[src/rtl/ras_pkg.sv]
package ras_pkg;

  // Outcome of a resolved return, ordered by cost severity
  typedef enum logic [1:0] {
    OUT_HIT       = 2'd0,
    OUT_COND_MISS = 2'd1,
    OUT_RET_MISS  = 2'd2
  } outcome_e;

  // A wrong or missing return target dominates a condition miss
  function automatic outcome_e classify(input logic target_ok, input logic cond_ok);
    if (!target_ok) return OUT_RET_MISS;
    if (!cond_ok)   return OUT_COND_MISS;
    return OUT_HIT;
  endfunction

endpackage

[src/rtl/ras_decode.sv]
module ras_decode #(
  parameter int REG_W   = 4,
  parameter int IMM_W   = 12,
  parameter int SP_IDX  = 13,
  parameter int RET_IMM = 4
) (
  input  logic             ld_to_pc,
  input  logic [REG_W-1:0] ld_base,
  input  logic             ld_post_index,
  input  logic             ld_add,
  input  logic [IMM_W-1:0] ld_imm,
  output logic             ret_form
);

  // Only a post-indexed pop of the stack pointer into the PC is a return
  function automatic logic is_ret_shape(
    input logic             to_pc,
    input logic [REG_W-1:0] base,
    input logic             post,
    input logic             add,
    input logic [IMM_W-1:0] imm
  );
    return to_pc && post && add &&
           (base == REG_W'(SP_IDX)) &&
           (imm == IMM_W'(RET_IMM));
  endfunction

  assign ret_form = is_ret_shape(ld_to_pc, ld_base, ld_post_index, ld_add, ld_imm);

endmodule

[src/rtl/ras_store.sv]
module ras_store #(
  parameter int ADDR_W = 32,
  parameter int DEPTH  = 4,
  parameter int PTR_W  = 2,
  parameter int CNT_W  = 3
) (
  input  logic              clk,
  input  logic              rst_n,
  input  logic              flush,
  input  logic              push_en,
  input  logic [ADDR_W-1:0] push_addr,
  input  logic              pop_req,
  input  logic              ck_take,
  output logic              pop_hit,
  output logic [ADDR_W-1:0] pop_data,
  output logic [CNT_W-1:0]  cnt,
  output logic [CNT_W-1:0]  ck_cnt
);

  localparam logic [CNT_W-1:0] FULL   = CNT_W'(DEPTH);
  localparam logic [PTR_W-1:0] P_ONE  = PTR_W'(1);
  localparam logic [CNT_W-1:0] C_ONE  = CNT_W'(1);

  logic [ADDR_W-1:0] ent_q [DEPTH];
  logic [PTR_W-1:0]  top_q, top_mid, top_d, ck_top_q;
  logic [CNT_W-1:0]  cnt_q, cnt_mid, cnt_d, ck_cnt_q;
  logic              wr_en;

  assign pop_hit  = pop_req && (cnt_q != '0);
  assign pop_data = ent_q[top_q];
  assign wr_en    = push_en && !flush;

  // Pop first, then push; a flush overrides both
  always_comb begin
    top_mid = top_q;
    cnt_mid = cnt_q;
    if (pop_hit) begin
      top_mid = top_q - P_ONE;
      cnt_mid = cnt_q - C_ONE;
    end
    top_d = top_mid;
    cnt_d = cnt_mid;
    if (wr_en) begin
      top_d = top_mid + P_ONE;
      if (cnt_mid != FULL) cnt_d = cnt_mid + C_ONE;
    end
    if (flush) begin
      top_d = ck_top_q;
      cnt_d = ck_cnt_q;
    end
  end

  always_ff @(posedge clk or negedge rst_n) begin
    if (!rst_n) begin
      for (int i = 0; i < DEPTH; i++) ent_q[i] <= '0;
    end else if (wr_en) begin
      ent_q[top_d] <= push_addr;
    end
  end

  always_ff @(posedge clk or negedge rst_n) begin
    if (!rst_n) begin
      top_q <= '0;
      cnt_q <= '0;
    end else begin
      top_q <= top_d;
      cnt_q <= cnt_d;
    end
  end

  // Checkpoint holds the position before this cycle's updates
  always_ff @(posedge clk or negedge rst_n) begin
    if (!rst_n) begin
      ck_top_q <= '0;
      ck_cnt_q <= '0;
    end else if (ck_take && !flush) begin
      ck_top_q <= top_q;
      ck_cnt_q <= cnt_q;
    end
  end

  assign cnt    = cnt_q;
  assign ck_cnt = ck_cnt_q;

endmodule

[src/rtl/ras_cost.sv]
module ras_cost #(
  parameter int ADDR_W        = 32,
  parameter int COST_W        = 4,
  parameter int CYC_HIT       = 1,
  parameter int CYC_COND_MISS = 8,
  parameter int CYC_RET_MISS  = 9,
  parameter int MEM_CYC       = 1
) (
  input  logic              clk,
  input  logic              rst_n,
  input  logic              ret_fire,
  input  logic              ret_hit,
  input  logic [ADDR_W-1:0] ret_addr,
  input  logic              res_valid,
  input  logic [ADDR_W-1:0] res_target,
  input  logic              res_cond_miss,
  output logic              target_ok,
  output logic              cost_valid,
  output logic [COST_W-1:0] cost_cycles,
  output logic [1:0]        mem_cycles
);
  import ras_pkg::*;

  logic              pend_valid_q;
  logic [ADDR_W-1:0] pend_addr_q;
  outcome_e          outcome;
  logic [COST_W-1:0] cost_d;

  assign target_ok = pend_valid_q && (pend_addr_q == res_target);
  assign outcome   = classify(target_ok, !res_cond_miss);

  always_comb begin
    unique case (outcome)
      OUT_HIT:       cost_d = COST_W'(CYC_HIT);
      OUT_COND_MISS: cost_d = COST_W'(CYC_COND_MISS);
      default:       cost_d = COST_W'(CYC_RET_MISS);
    endcase
  end

  // Prediction of the newest recognised return, kept until the next one
  always_ff @(posedge clk or negedge rst_n) begin
    if (!rst_n) begin
      pend_valid_q <= 1'b0;
      pend_addr_q  <= '0;
    end else if (ret_fire) begin
      pend_valid_q <= ret_hit;
      pend_addr_q  <= ret_hit ? ret_addr : '0;
    end
  end

  always_ff @(posedge clk or negedge rst_n) begin
    if (!rst_n) begin
      cost_valid  <= 1'b0;
      cost_cycles <= '0;
      mem_cycles  <= '0;
    end else begin
      cost_valid  <= res_valid;
      cost_cycles <= res_valid ? cost_d : '0;
      mem_cycles  <= res_valid ? 2'(MEM_CYC) : 2'd0;
    end
  end

endmodule

[src/rtl/ret_addr_stack.sv]
module ret_addr_stack #(
  parameter int ADDR_W        = 32,
  parameter int DEPTH         = 4,
  parameter int REG_W         = 4,
  parameter int IMM_W         = 12,
  parameter int SP_IDX        = 13,
  parameter int RET_IMM       = 4,
  parameter int COST_W        = 4,
  parameter int CYC_HIT       = 1,
  parameter int CYC_COND_MISS = 8,
  parameter int CYC_RET_MISS  = 9,
  parameter int MEM_CYC       = 1
) (
  input  logic              clk,
  input  logic              rst_n,
  input  logic              flush,
  input  logic              call_valid,
  input  logic [ADDR_W-1:0] call_ret_addr,
  input  logic              ld_valid,
  input  logic              ld_to_pc,
  input  logic [REG_W-1:0]  ld_base,
  input  logic              ld_post_index,
  input  logic              ld_add,
  input  logic [IMM_W-1:0]  ld_imm,
  input  logic              res_valid,
  input  logic [ADDR_W-1:0] res_target,
  input  logic              res_cond_miss,
  output logic              is_return,
  output logic              pred_valid,
  output logic [ADDR_W-1:0] pred_target,
  output logic              cost_valid,
  output logic [COST_W-1:0] cost_cycles,
  output logic [1:0]        mem_cycles
);

  // DEPTH is expected to be a power of two so the pointer wraps naturally
  localparam int PTR_W = (DEPTH > 1) ? $clog2(DEPTH) : 1;
  localparam int CNT_W = $clog2(DEPTH + 1);

  // Named internal events, also observed by the bound checker
  logic              ret_form;
  logic              pop_req;
  logic              push_en;
  logic              pop_hit;
  logic [ADDR_W-1:0] pop_data;
  logic [CNT_W-1:0]  cnt;
  logic [CNT_W-1:0]  ck_cnt;
  logic              target_ok;

  ras_decode #(
    .REG_W  (REG_W),
    .IMM_W  (IMM_W),
    .SP_IDX (SP_IDX),
    .RET_IMM(RET_IMM)
  ) u_decode (
    .ld_to_pc     (ld_to_pc),
    .ld_base      (ld_base),
    .ld_post_index(ld_post_index),
    .ld_add       (ld_add),
    .ld_imm       (ld_imm),
    .ret_form     (ret_form)
  );

  assign pop_req = ld_valid && ret_form && !flush;
  assign push_en = call_valid && !flush;

  ras_store #(
    .ADDR_W(ADDR_W),
    .DEPTH (DEPTH),
    .PTR_W (PTR_W),
    .CNT_W (CNT_W)
  ) u_store (
    .clk      (clk),
    .rst_n    (rst_n),
    .flush    (flush),
    .push_en  (push_en),
    .push_addr(call_ret_addr),
    .pop_req  (pop_req),
    .ck_take  (res_valid),
    .pop_hit  (pop_hit),
    .pop_data (pop_data),
    .cnt      (cnt),
    .ck_cnt   (ck_cnt)
  );

  ras_cost #(
    .ADDR_W       (ADDR_W),
    .COST_W       (COST_W),
    .CYC_HIT      (CYC_HIT),
    .CYC_COND_MISS(CYC_COND_MISS),
    .CYC_RET_MISS (CYC_RET_MISS),
    .MEM_CYC      (MEM_CYC)
  ) u_cost (
    .clk          (clk),
    .rst_n        (rst_n),
    .ret_fire     (pop_req),
    .ret_hit      (pop_hit),
    .ret_addr     (pop_data),
    .res_valid    (res_valid),
    .res_target   (res_target),
    .res_cond_miss(res_cond_miss),
    .target_ok    (target_ok),
    .cost_valid   (cost_valid),
    .cost_cycles  (cost_cycles),
    .mem_cycles   (mem_cycles)
  );

  always_ff @(posedge clk or negedge rst_n) begin
    if (!rst_n) begin
      is_return   <= 1'b0;
      pred_valid  <= 1'b0;
      pred_target <= '0;
    end else begin
      is_return   <= pop_req;
      pred_valid  <= pop_hit;
      pred_target <= pop_hit ? pop_data : '0;
    end
  end

endmodule

[config.mk]
export PLATFORM = sky130hd
export DESIGN_NAME = ret_addr_stack
export DESIGN_NICKNAME = d
export VERILOG_FILES = /design/src/rtl/ras_pkg.sv /design/src/rtl/ras_decode.sv /design/src/rtl/ras_store.sv /design/src/rtl/ras_cost.sv /design/src/rtl/ret_addr_stack.sv
export SDC_FILE = /design/constraint.sdc
export NUM_CORES = 1
export LEC_CHECK = 0
export BUFFER_PORTS_ARGS = -buffer_cell sky130_fd_sc_hd__buf_4
export CAP_MARGIN = 20
export CORE_MARGIN = 5
export CORE_UTILIZATION = 49
export CTS_CLUSTER_DIAMETER = 30
export DETAILED_ROUTE_END_ITERATION = 10
export MAX_ROUTING_LAYER = met4
export PLACE_DENSITY = 0.7
export SYNTH_ARGS = -nofsm -noshare
export SYNTH_HDL_FRONTEND = slang
export SYNTH_SLANG_ARGS = --single-unit
[constraint.sdc]
create_clock -name clk -period 2.7 [get_ports clk]
set_input_delay 0.27 -clock clk [delete_from_list [all_inputs] [get_ports clk]]
set_output_delay 0.27 -clock clk [all_outputs]
set_load 0.02 [all_outputs]
* Yosys cells after proc, flatten, opt, wreduce, memory -nomap -nowiden
Index checks and enable logic that the tools add are counted.
** Operators by class
- Magnitude comparators :: 3
- Multiply operators :: 0
- Reduce and logical (&&, ||, !) cells :: 15
- Equal/unequal tests :: 5
- Divide/modulo/power cells :: 0
- Bitwise gates (word level) :: 2
- Mux-type cells :: 23
- $add $sub $neg :: 4
- Shifts and indexed selects :: 0
** Operator list (number)
- $bwmux W128 :: 1
- $mux W32 :: 4
- $bmux W32 S2 :: 1
- $demux W32 S2 :: 1
- $eq A32 B32 Y1 :: 1
- $mux W2 :: 7
- $eq A12 B3 Y1 const B :: 1
- $logic_and A1 B1 Y1 :: 12
- $mux W3 :: 4
- $pmux W4 S2 :: 1
- $ge A3 B3 Y1 const B :: 2
- $not A2 Y3 :: 2
- $eq A4 B4 Y1 const B :: 1
- $mux W4 :: 1
- $add A3 B1 Y3 const B :: 1
- $lt A3 B1 Y1 const B :: 1
- $mux W1 :: 3
- $ne A3 B3 Y1 const B :: 1
- $reduce_bool A3 Y1 :: 1
- $sub A3 B1 Y3 const B :: 1
- $add A2 B1 Y2 const B :: 1
- $eq A2 B1 Y1 const B :: 1
- $logic_not A2 Y1 :: 1
- $sub A2 B1 Y2 const B :: 1
- $logic_not A1 Y1 :: 1
** Storage, ports and cells
- Bits in writable memories :: 0
- Memories :: 0
- Register bits :: 212
- Logic and storage cells :: 68
- Bits in latches :: 0
- ROM bits :: 0
- Input bits :: 90

* Longest topological paths before layout
Gate-level depths: netlist of the first run.
- Depth after elaboration :: 17
- Depth in mapped cells :: 9
- Mapped depth without buffers :: 7

* By module
Synthesis of the first run repeated with hierarchy kept, for this count alone.
** Second synthesis, totals
- Cell total of the unflattened synthesis :: 669
- Area, all modules :: 9207.6 um^2
** By module, submodules not included
- ras_store :: times used 1, area each 6224.7 um^2, cells an instance 393
- ras_cost :: times used 1, area each 1806.7 um^2, cells an instance 198
- ret_addr_stack :: times used 1, area each 1121.1 um^2, cells an instance 71
- ras_decode :: times used 1, area each 55.1 um^2, cells an instance 7

* Least setup slack after synthesis of the first run
No wires, ideal clock.
- Path type :: input port to flip-flop
- Start :: input ld_imm[1]
- End :: register u_store.ent_q[65] in the netlist's numbering
- Cell stages on the path :: 7
- Buffers on the path :: 1
- Required time :: 2575 ps
- Arrival :: 2684 ps
- Path slack :: -108 ps
- Cells stage by stage :: or4b_4 -> nor4_4 -> nand3_4 -> xor2_1 -> nor3b_1 -> buf_2 -> mux2_2
** On the way
- Cells in the longest elaborated chain, start to end :: 15
** Ends and longest elaborated chain
- from (decl) :: line ret_addr_stack.sv:24 : input logic [IMM_W-1:0] ld_imm,
- $eq A12 B3 Y1 * :: line ras_decode.sv:25 : (imm == IMM_W'(RET_IMM));
- $logic_and A1 B1 Y1 * :: line ras_decode.sv:24 : (base == REG_W'(SP_IDX)) &&
- $logic_and A1 B1 Y1 * (2 in series) :: line ret_addr_stack.sv:64 : assign pop_req = ld_valid && ret_form && !flush;
- $logic_and A1 B1 Y1 * :: line ras_store.sv:29 : assign pop_hit = pop_req && (cnt_q != '0);
- $mux W2 * :: line ras_store.sv:37 : if (pop_hit) begin
- $add A2 B1 Y2 :: line ras_store.sv:44 : top_d = top_mid + P_ONE;
- $mux W2 * :: line ras_store.sv:43 : if (wr_en) begin
- $mux W2 * :: line ras_store.sv:47 : if (flush) begin
- $not A2 Y3 (implied by the code) * :: line ras_store.sv:57 : ent_q[top_d] <= push_addr;
- $ge A3 B3 Y1 (implied by the code) / $lt A3 B1 Y1 (equally long branches) :: line ras_store.sv:57
- $logic_and A1 B1 Y1 (implied by the code) :: line ras_store.sv:57
- $mux W32 (implied by the code) :: line ras_store.sv:57
- $demux W32 S2 * :: line ras_store.sv:57
- $bwmux W128 * :: line ras_store.sv:57
- to (signal, indexed assignment) :: line ras_store.sv:57
- to (decl) :: line ras_store.sv:24 : logic [ADDR_W-1:0] ent_q [DEPTH];
Mark *: on every way between the ends. The rest lies on a longest branch, timed or not.
A chain may end at the register's enable or synchronous reset.

* Worst setup path in the final report of the first run
- Start :: register u_store.cnt_q[0], in the netlist u_store.cnt[0]
- End :: register u_store.ent_q[82] in the netlist's numbering
** On the way
- Cells in the longest elaborated chain, start to end :: 12
** Ends and longest elaborated chain
- from (decl) :: line ras_store.sv:26 : logic [CNT_W-1:0] cnt_q, cnt_mid, cnt_d, ck_cnt_q;
- from (signal assigned) :: line ras_store.sv:67 : cnt_q <= cnt_d;
- $reduce_bool A3 Y1 * :: line ras_store.sv:29
- $logic_and A1 B1 Y1 * :: line ras_store.sv:29
- $mux W2 * :: line ras_store.sv:37
- $add A2 B1 Y2 :: line ras_store.sv:44
- $mux W2 * :: line ras_store.sv:43
- $mux W2 * :: line ras_store.sv:47
- $not A2 Y3 (implied by the code) * :: line ras_store.sv:57
- $ge A3 B3 Y1 (implied by the code) / $lt A3 B1 Y1 (equally long branches) :: line ras_store.sv:57
- $logic_and A1 B1 Y1 (implied by the code) :: line ras_store.sv:57
- $mux W32 (implied by the code) :: line ras_store.sv:57
- $demux W32 S2 * :: line ras_store.sv:57
- $bwmux W128 * :: line ras_store.sv:57
Marks and branches as above.

==> out/qor.csv, run 1 <==
metric;value;unit
outcome;finished clean;
Adder-Cell Fraction of Synth Area;0.00279;
Worst EP required;3080;ps
register bit count reported by yosys;208;
TritonRoute pass-1 iters;4;
main combinational cell family by area after synthesis;multiplexers;
total grt overflow;0;
Finished Core Util;0.665;
FF-to-FF path depth;8;
Synth area leaders;dfrtp_1 58%, mux2_2 15%, mux4_2 8.0%, a21o_1 2.7%, nor2b_1 2.3%;
post-synthesis cell type count;49;
CTS max path bufs;3;
post-synthesis xor/xnor area fraction;0.0332;
GRT Total Usage;0.213;
Setup crit start;u_store.cnt[0];
Initial Util;0.498;
final slew viol count;0;
core area;0.0180;sq mm
Static Leak;5.67;nW
Syn. warnings;0;
Syn Std Cell Area;0.00898;sq mm
Synth Instances;596;
FP Rows;49;
# Post-CTS Setup Buffers;0;
Port Buf Inserts;127;
simple logic cell fraction of the synthesized area;0.0687;
Synth Area in Compound Gates;0.0428;
worst hold start;call_ret_addr[28];
Worst slew margin;0.418;
root buf cell;clkbuf_16;
critical path peak fanout;19;
final clock skew;21.1;ps
share of the synthesized area in the top cell type;0.580;
layout cells sized above 1;0.493;
number of antenna violations at the first check in global routing;0;
clk slew on worst S/H paths;40;ps
Final Hold Fails;0;
DIE WIDTH;145;um
die height;145;um
syn avg cell area;15.1;sq um
Post-route DRC;0;
CTS H-tree depth;2;
later-pin clock latency in the skew report;510;ps
most frequent cells in the layout;206 x dfrtp_1, 142 x buf_4, 122 x mux2_2, 45 x clkbuf_16, 33 x nor2b_1;
Pwr per Cell Area;1070;mW/mm^2
wire length per cell;20.8;um
Period minus WS final;2450;ps
FMAX;408;MHz
CTS tree;done;
PnR Total Power;12.8;mW
Reg2Reg Launch Point;u_store.cnt[0];
Setup violations, final;0;
post-route ant nets;0;
DP HPWL;14.3;mm
antenna diode count;0;
full die area;0.0211;sq mm
first-pass GRT wire length;35.2;mm
Num CTS Buffers;44;
commonest non-fill, non-tap cell in the layout;dfrtp_1;
Syn-to-layout area delta;33.4;%
hold path depth;2;
# IOs;131;
nets;866;
RSZ-0062 raised after global routing;false;
Max VDD drop;0.000781;V
post-synth top area cell;dfrtp_1;
Routed WL;21.6;mm
Hold Crit Class;input port to register;
sequential share of the synthesized area;0.580;
drt first-iter violations;260;
Placer Congestion;0.789;
max-cap viol count;0;
crit start category;register;
via count;5646;
number of global-route vias before repair;6440;
final cycle utilization of the critical path;0.909;
Num Clock Sinks;208;
crit path DAT;2830;ps
vias per cell;5.44;
crit path capture type;register;
Crit Path Category;register to register;
worst slew pin tran;873;ps
post-synthesis mux area share;0.248;
largest net degree at the start of global routing;88;
-- worst paths after layout --
path | endpoint | slack, ps
hold / removal | u_store.ent_q[124] | 20
hold reg to reg | u_store.cnt[2] | 480
setup / recovery | u_store.ent_q[82] | 250
min in group asynchronous | u_store.ent_q[57] | 380
setup reg to reg | u_store.ent_q[82] | 250
max in group asynchronous | u_store.ent_q[43] | 1570
-- cell families (layout without fill, tap and decap cells) --
group	Yosys count	in the layout
flip-flops	208	208
multiplexers	165	165
AND/OR/NAND/NOR	94	94
AO/OA/AOI/OAI	53	53
buffers and inverters	39	249
XOR/XNOR	34	34
adder cells (fa/ha/maj)	2	2
other	1	3
-- state kept, by name, indices dropped and copies added, names as in the netlist --
name,flops
is_return,1
pred_target,32
pred_valid,1
u_cost.cost_cycles,2
u_cost.mem_cycles,1
u_cost.pend_addr_q,32
u_cost.pend_valid_q,1
u_store.ck_cnt,3
u_store.ck_top_q,2
u_store.cnt,3
u_store.ent_q,128
u_store.top_q,2
-- cell type report --
cell class              instances  area [sq um]
clock inverters                25           302
well taps                     229           287
multi-input cells             351          3590
repair buffers                163          1370
inverters                       6          22.5
clock buffers                  55          1200
fillers                      1295          6050
flip-flops and latches        208          5210
-- report_power, final --
group	total, mW	internal, mW	switching (mW)	leakage (nW)
clock	5.37	3.71	1.65	0.728
sequential	4.76	4.15	0.610	2.63
combinational	2.70	1.81	0.894	2.31
-- synth_stat cells (all sizes together) --
cell	n
dfrtp	208
mux2	131
nor2b	33
a21o	32
mux4	32
buf	22
xnor2	21
nand2	14
xor2	13
clkbuf	11
nor4	7
inv	6
nand4	6
nor3	6
o21ai	6
a21oi	4
nand3	4
nor3b	4
a21boi	3
and3	3
nand4b	3
nor2	3
or2	3
ha	2
mux2i	2
nand2b	2
o31ai	2
or3	2
a211o	1
a31oi	1
and2	1
and4	1
conb	1
o211ai	1
o21a	1
o22ai	1
o2bb2ai	1
or4	1
or4b	1
-- metrics by stage --
step | std cells | hold slack (ps) | instance area [sq um] | TNS [ps] | worst slack [ps]
floorplan | 598 | -25.6 | 8990 | 0 | 36.2
global placement | 946 | 376 | 10400 | -2500 | -64.0
detailed placement | 946 | 386 | 10400 | -1930 | -62.4
CTS | 1037 | 0.855 | 12000 | 0 | 242
global route | 1037 | 4.77 | 12000 | 0 | 69.7
finish | 1037 | 22.0 | 12000 | 0 | 246
-- routing by layer --
layer  vias to the layer above  track usage  part of all wire
met3                        38       0.0498             0.054
met2                       175        0.341              0.51
met5                         -            -                 0
li1                       2507            -                 -
met1                      2926        0.265              0.41
met4                         0       0.0835             0.031
-- worst max-delay path: stages (launching register included) --
cell,delay (ps)
dfrtp_1,410
inv_1,200
ha_1,200
nand2b_1,170
nand3_4,140
xor2_1,230
nor3b_4,380
buf_12,220
mux2_2,350
-- repair_timing --
action / 4_1_cts / 5_1_grt
hold buffers: 11 / 0
gates resized for setup: 0 / 0
hold endpoints to repair: 98 / 0
Power figures use the tool's default switching activity.
==> run 2, diff against run 1 <==
clock period = 2.5 ns   (was 2.7 ns; I/O delays follow)
==> out/qor.csv, run 2 (same netlist as run 1, synthesis figures left out) <==
metric;value;unit;change
outcome;finished clean;;
DP HPWL;14.5;mm;+1.7%
Hold Crit Class;input port to register;;
FF-to-FF End;u_store.ent_q[33];;
total grt overflow;0;;unchanged
Pwr per Cell Area;1100;mW/mm^2;+3.0%
critical-path cell list;inv_1, ha_1, nand2b_2, nand3_4, buf_6, nor3b_1, buf_4, o21ai_4, buf_12, buf_6, mux2_2;;
RSZ-0062 raised after global routing;false;;
crit path DAT;2690;ps;-140 ps
vias per cell;5.48;;+0.65%
Crit Path Category;register to register;;
pre-CTS setup slack;-259;ps;-196 ps
max-cap viol count;0;;unchanged
core area;0.0180;sq mm;unchanged
dpl cell area;0.0105;sq mm;+1.3%
crit path capture type;register;;
number of global-route vias before repair;6513;;+1.1%
Port Buf Inserts;127;;unchanged
setup_tns;0;ps;unchanged
post-route ant nets;0;;unchanged
Final Hold Fails;0;;unchanged
crit start category;register;;
FF-to-FF path depth;11;;+3
Finished Core Util;0.665;;about the same
full die area;0.0211;sq mm;unchanged
Final Non-Filler Cells;1038;;+0.096%
number of flip-flops in the largest register;128;;unchanged
biggest registers after layout;u_store.ent_q: 128 flops, pred_target: 32 flops, u_cost.pend_addr_q: 32 flops;;
Slowest-stage cell, CP;dfrtp_1;;
wire length per cell;21.1;um;+1.3%
Reg with most FFs;u_store.ent_q;;
Setup violations, final;0;;unchanged
Int Power;9.85;mW;+1.9%
CTS max path bufs;3;;unchanged
worst hold margin;18.4;ps;-3.53 ps
CTS H-tree depth;2;;unchanged
clk slew on worst S/H paths;50;ps;about the same
Inst Count DP;951;;+0.53%
later-pin clock latency in the skew report;500;ps;about the same
part of the power in registers;0.391;;+0.020
largest net degree at the start of global routing;73;;-17%
Reg2Reg Launch Point;u_store.cnt[1];;
number of antenna violations at the first check in global routing;0;;unchanged
final slew viol count;0;;unchanged
Placer Congestion;0.833;;+5.5%
Worst slew margin;0.423;;+0.00524
Worst EP required;2870;ps;-210 ps
worst slew pin tran;865;ps;-7.86 ps
GRT Total Usage;0.217;;+0.00414
Num Clock Sinks;208;;unchanged
drt first-iter violations;316;;+22%
Period minus WS final;2330;ps;-129 ps
DIE WIDTH;145;um;unchanged
most frequent CP cell;buf_6;;
root buf cell;clkbuf_16;;
final cycle utilization of the critical path;0.930;;+0.0213
Routed WL;21.9;mm;+1.4%
Final WS setup;175;ps;-71.4 ps
Initial Util;0.498;;unchanged
CTS tree;done;;
Post-Layout Inst Area;0.0120;sq mm;about the same
Setup crit start;u_store.cnt[1];;
Logic pwr share;0.237;;+0.026
Clock power frac;0.372;;-0.046
most frequent cells in the layout;206 x dfrtp_1, 146 x buf_4, 96 x mux2_2, 40 x clkbuf_16, 33 x nor2b_1;;
Post-route DRC;0;;unchanged
worst hold start;call_ret_addr[24];;
die height;145;um;unchanged
final clock skew;22.0;ps;+0.818 ps
# IOs;131;;unchanged
Max VDD drop;0.000597;V;-24%
antenna diode count;0;;unchanged
FMAX;430;MHz;+5.5%
TritonRoute pass-1 iters;4;;unchanged
layout cells sized above 1;0.493;;+0.000627
worst setup path endpoint;u_store.ent_q[33];;
Syn-to-layout area delta;33.4;%;about the same
max incr delay on CP;380;ps;-30 ps
critical path peak fanout;16;;-3
P_sw;3.36;mW;+6.5%
Static Leak;5.71;nW;+0.60%
FP Rows;49;;unchanged
commonest non-fill, non-tap cell in the layout;dfrtp_1;;
PnR Total Power;13.2;mW;+3.0%
switching part of the total power;0.254;;+0.00835
nets;875;;+1.0%
via count;5688;;+0.74%
Num CTS Buffers;39;;-11%
Worst R2R Setup Slack;170;ps;-70 ps
first-pass GRT wire length;35.7;mm;+1.4%
run 2: cell types whose count changed in the layout (fill, tap and decap cells not counted), moves of 3 or more:
cell           delta
buf_4             +4
buf_6             +3
bufinv_16         -3
clkbuf_16         -5
dlygate4sd3_1     +6
mux2_2           -26
mux2_4           +27
run 2: power groups by stage:
stage | clock [mW] | sequential (mW) | combinational (mW)
finish | 4.92 | 5.17 | 3.13
global route | 5.18 | 5.29 | 3.38
CTS | 5.00 | 5.16 | 3.13
detailed placement | 0 | 5.18 | 3.07
global placement | 0 | 5.07 | 2.95
floorplan | 0 | 4.88 | 2.49
run 2: worst min path at each step:
| stage | end | depth (start not counted) |
|---|---|---|
| after detailed placement | u_cost.pend_addr_q[9] | 1 |
| after floorplan | is_return | 0 |
| final | u_store.ent_q[56] | 2 |
| after CTS | u_store.ent_q[14] | 2 |
| after global placement | pred_target[9] | 1 |
| after global routing | u_store.ent_q[24] | 2 |
run 2: layout make-up:
class,count,area [sq um]
fill,1294,6040
tap,229,287
clock buffer,46,1030
timing repair buffer,177,1520
clock inverter,21,211
multi-input combinational,351,3700
inverter,6,22.5
sequential,208,5210
run 2: metal layers:
metal | vias up | track usage | wire length (um)
li1 | 2535 | - | -
met1 | 2932 | 0.277 | 8980
met2 | 186 | 0.353 | 11100
met3 | 35 | 0.0486 | 1490
met4 | 0 | 0.0606 | 351
met5 | - | - | 0
run 2: what timing repair did:
item                                   in CTS  in global routing
buffers inserted                            0                  1
setup endpoints to repair                   0                 32
hold buffers                               17                  0
gates resized for setup                     0                  4
endpoints found under the hold margin      83                  0
run 2: critical path, delay by kind of cell (launching register included):
kind / cells / cell delay [ps]
DFF: 1 / 380
buffers and inverters: 5 / 780
AOI/OAI and AO/OA: 1 / 160
and+or+nand+nor: 3 / 320
adders and majority gates: 1 / 210
muxes: 1 / 330
==> run 3, diff against run 2 <==
PLACE_DENSITY = 0.72   (was 0.7)
SETUP_SLACK_MARGIN = 0.2   (was not set)
==> out/qor.csv, run 3 (same netlist as run 1, synthesis figures left out) <==
metric;value;unit;change
Routed WL;21.8;mm;-0.38%
root buf cell;clkbuf_16;;
Reg with most FFs;u_store.ent_q;;
setup_tns;0;ps;unchanged
CTS H-tree depth;2;;unchanged
Max VDD drop;0.000784;V;+31%
critical path peak fanout;19;;+3
Setup violations, final;0;;unchanged
Final WS setup;260;ps;+85.6 ps
DP HPWL;14.5;mm;-0.46%
RSZ-0062 raised after global routing;false;;
wire length per cell;21.3;um;+0.88%
final cycle utilization of the critical path;0.896;;-0.0342
critical-path cell list;buf_4, or4b_4, nor4_4, buf_4, nand3_4, or3_4, a21oi_4, buf_12, mux2_2;;
nets;860;;-1.7%
Final Hold Fails;0;;unchanged
Port Buf Inserts;127;;unchanged
Pwr per Cell Area;1140;mW/mm^2;+3.5%
Post-Layout Inst Area;0.0120;sq mm;+0.15%
crit path DAT;2610;ps;-80 ps
CTS tree;done;;
Slowest-stage cell, CP;or4b_4;;
Initial Util;0.498;;unchanged
most frequent CP cell;buf_4;;
vias per cell;5.52;;+0.72%
max incr delay on CP;550;ps;+170 ps
FP Rows;49;;unchanged
pre-CTS setup slack;-217;ps;+41.8 ps
DIE WIDTH;145;um;unchanged
commonest non-fill, non-tap cell in the layout;dfrtp_1;;
Post-route DRC;0;;unchanged
full die area;0.0211;sq mm;unchanged
Static Leak;5.71;nW;about the same
die height;145;um;unchanged
number of global-route vias before repair;6537;;+0.37%
dpl cell area;0.0105;sq mm;-0.12%
number of flip-flops in the largest register;128;;unchanged
FMAX;446;MHz;+3.8%
PnR Total Power;13.7;mW;+3.7%
Placer Congestion;0.784;;-5.8%
# IOs;131;;unchanged
GRT Total Usage;0.217;;-0.000611
drt first-iter violations;265;;-16%
later-pin clock latency in the skew report;500;ps;about the same
total grt overflow;0;;unchanged
core area;0.0180;sq mm;unchanged
Num CTS Buffers;38;;-2.6%
largest net degree at the start of global routing;87;;+19%
Crit Path Category;input port to register;;
layout cells sized above 1;0.501;;+0.00805
# Post-CTS Setup Buffers;0;;unchanged
worst slew pin tran;833;ps;-32.8 ps
clk slew on worst S/H paths;50;ps;about the same
first-pass GRT wire length;36.1;mm;+0.87%
biggest registers after layout;u_store.ent_q: 128 flops, pred_target: 32 flops, u_cost.pend_addr_q: 32 flops;;
most frequent cells in the layout;206 x dfrtp_1, 142 x buf_4, 94 x mux2_2, 39 x clkbuf_16, 33 x nor2b_1;;
final slew viol count;0;;unchanged
number of antenna violations at the first check in global routing;0;;unchanged
antenna diode count;0;;unchanged
Period minus WS final;2240;ps;-85.6 ps
via count;5657;;-0.55%
crit start category;input port;;
Worst EP required;2870;ps;about the same
Num Clock Sinks;208;;unchanged
post-route ant nets;0;;unchanged
Hold Crit Class;input port to register;;
outcome;finished clean;;
max-cap viol count;0;;unchanged
Worst slew margin;0.445;;+0.0218
worst hold margin;14.6;ps;-3.88 ps
CTS max path bufs;3;;unchanged
Syn-to-layout area delta;33.6;%;
crit path capture type;register;;
final clock skew;21.1;ps;-0.832 ps
TritonRoute pass-1 iters;4;;unchanged
## run 3: worst max-delay path, delay by kind of cell
kind,cells,cell delay (ps)
mux,1,360
compound gates,1,220
buf+inv,3,500
simple gates,4,1250
## run 3: per-layer routing
layer | share of wire | vias to the layer above | routed length, um | GRT usage
li1 | - | 2496 | - | -
met1 | 0.42 | 2971 | 9180 | 0.274
met3 | 0.049 | 35 | 1060 | 0.0461
met2 | 0.51 | 155 | 11000 | 0.353
met5 | 0 | - | 0 | -
met4 | 0.025 | 0 | 548 | 0.0681
## run 3: where the power goes
group | leakage, nW | switching [mW] | total [mW] | internal [mW]
Combinational | 2.41 | 1.01 | 3.12 | 2.10
Clock | 0.665 | 1.69 | 5.44 | 3.74
Sequential | 2.63 | 0.668 | 5.15 | 4.48
Total | 5.71 | 3.37 | 13.7 | 10.3
## run 3: cell type report
cell class | instances | area [sq um]
clock buffer | 45 | 1060
clock inverter | 23 | 324
fill | 1245 | 6030
inverter | 6 | 22.5
multi-input combinational | 351 | 3730
sequential | 208 | 5210
tap | 229 | 287
timing repair buffer | 163 | 1370
## run 3: worst paths after layout
path | from | endpoint | slack, ps | cells after the start
worst max-delay path | ld_imm[1] | u_store.ent_q[114] | 260 | 9
worst min-delay path | call_ret_addr[5] | u_store.ent_q[5] | 10 | 2
worst max register to register | u_store.cnt[0] | u_store.ent_q[46] | 300 | 8
worst min register to register | u_store.ck_cnt[2] | u_store.cnt[2] | 480 | 2
max in group asynchronous | rst_n | u_cost.pend_addr_q[18] | 1400 | 3
min in group asynchronous | rst_n | is_return | 290 | 2
## run 3: repair_timing
| item | CTS | global route |
|---|---|---|
| endpoints found under the setup margin | 51 | 55 |
| endpoints found under the hold margin | 74 | 0 |
| resized for setup | 3 | 2 |
| pin swaps | 0 | 2 |
| hold buffers | 11 | 0 |
## run 3: through the flow
| stage | std cells | utilization |
|---|---|---|
| floorplan | 598 | - |
| global placement | 946 | 0.582 |
| detailed placement | 946 | 0.582 |
| CTS | 1025 | 0.665 |
| global route | 1025 | 0.666 |
| finish | 1025 | 0.666 |
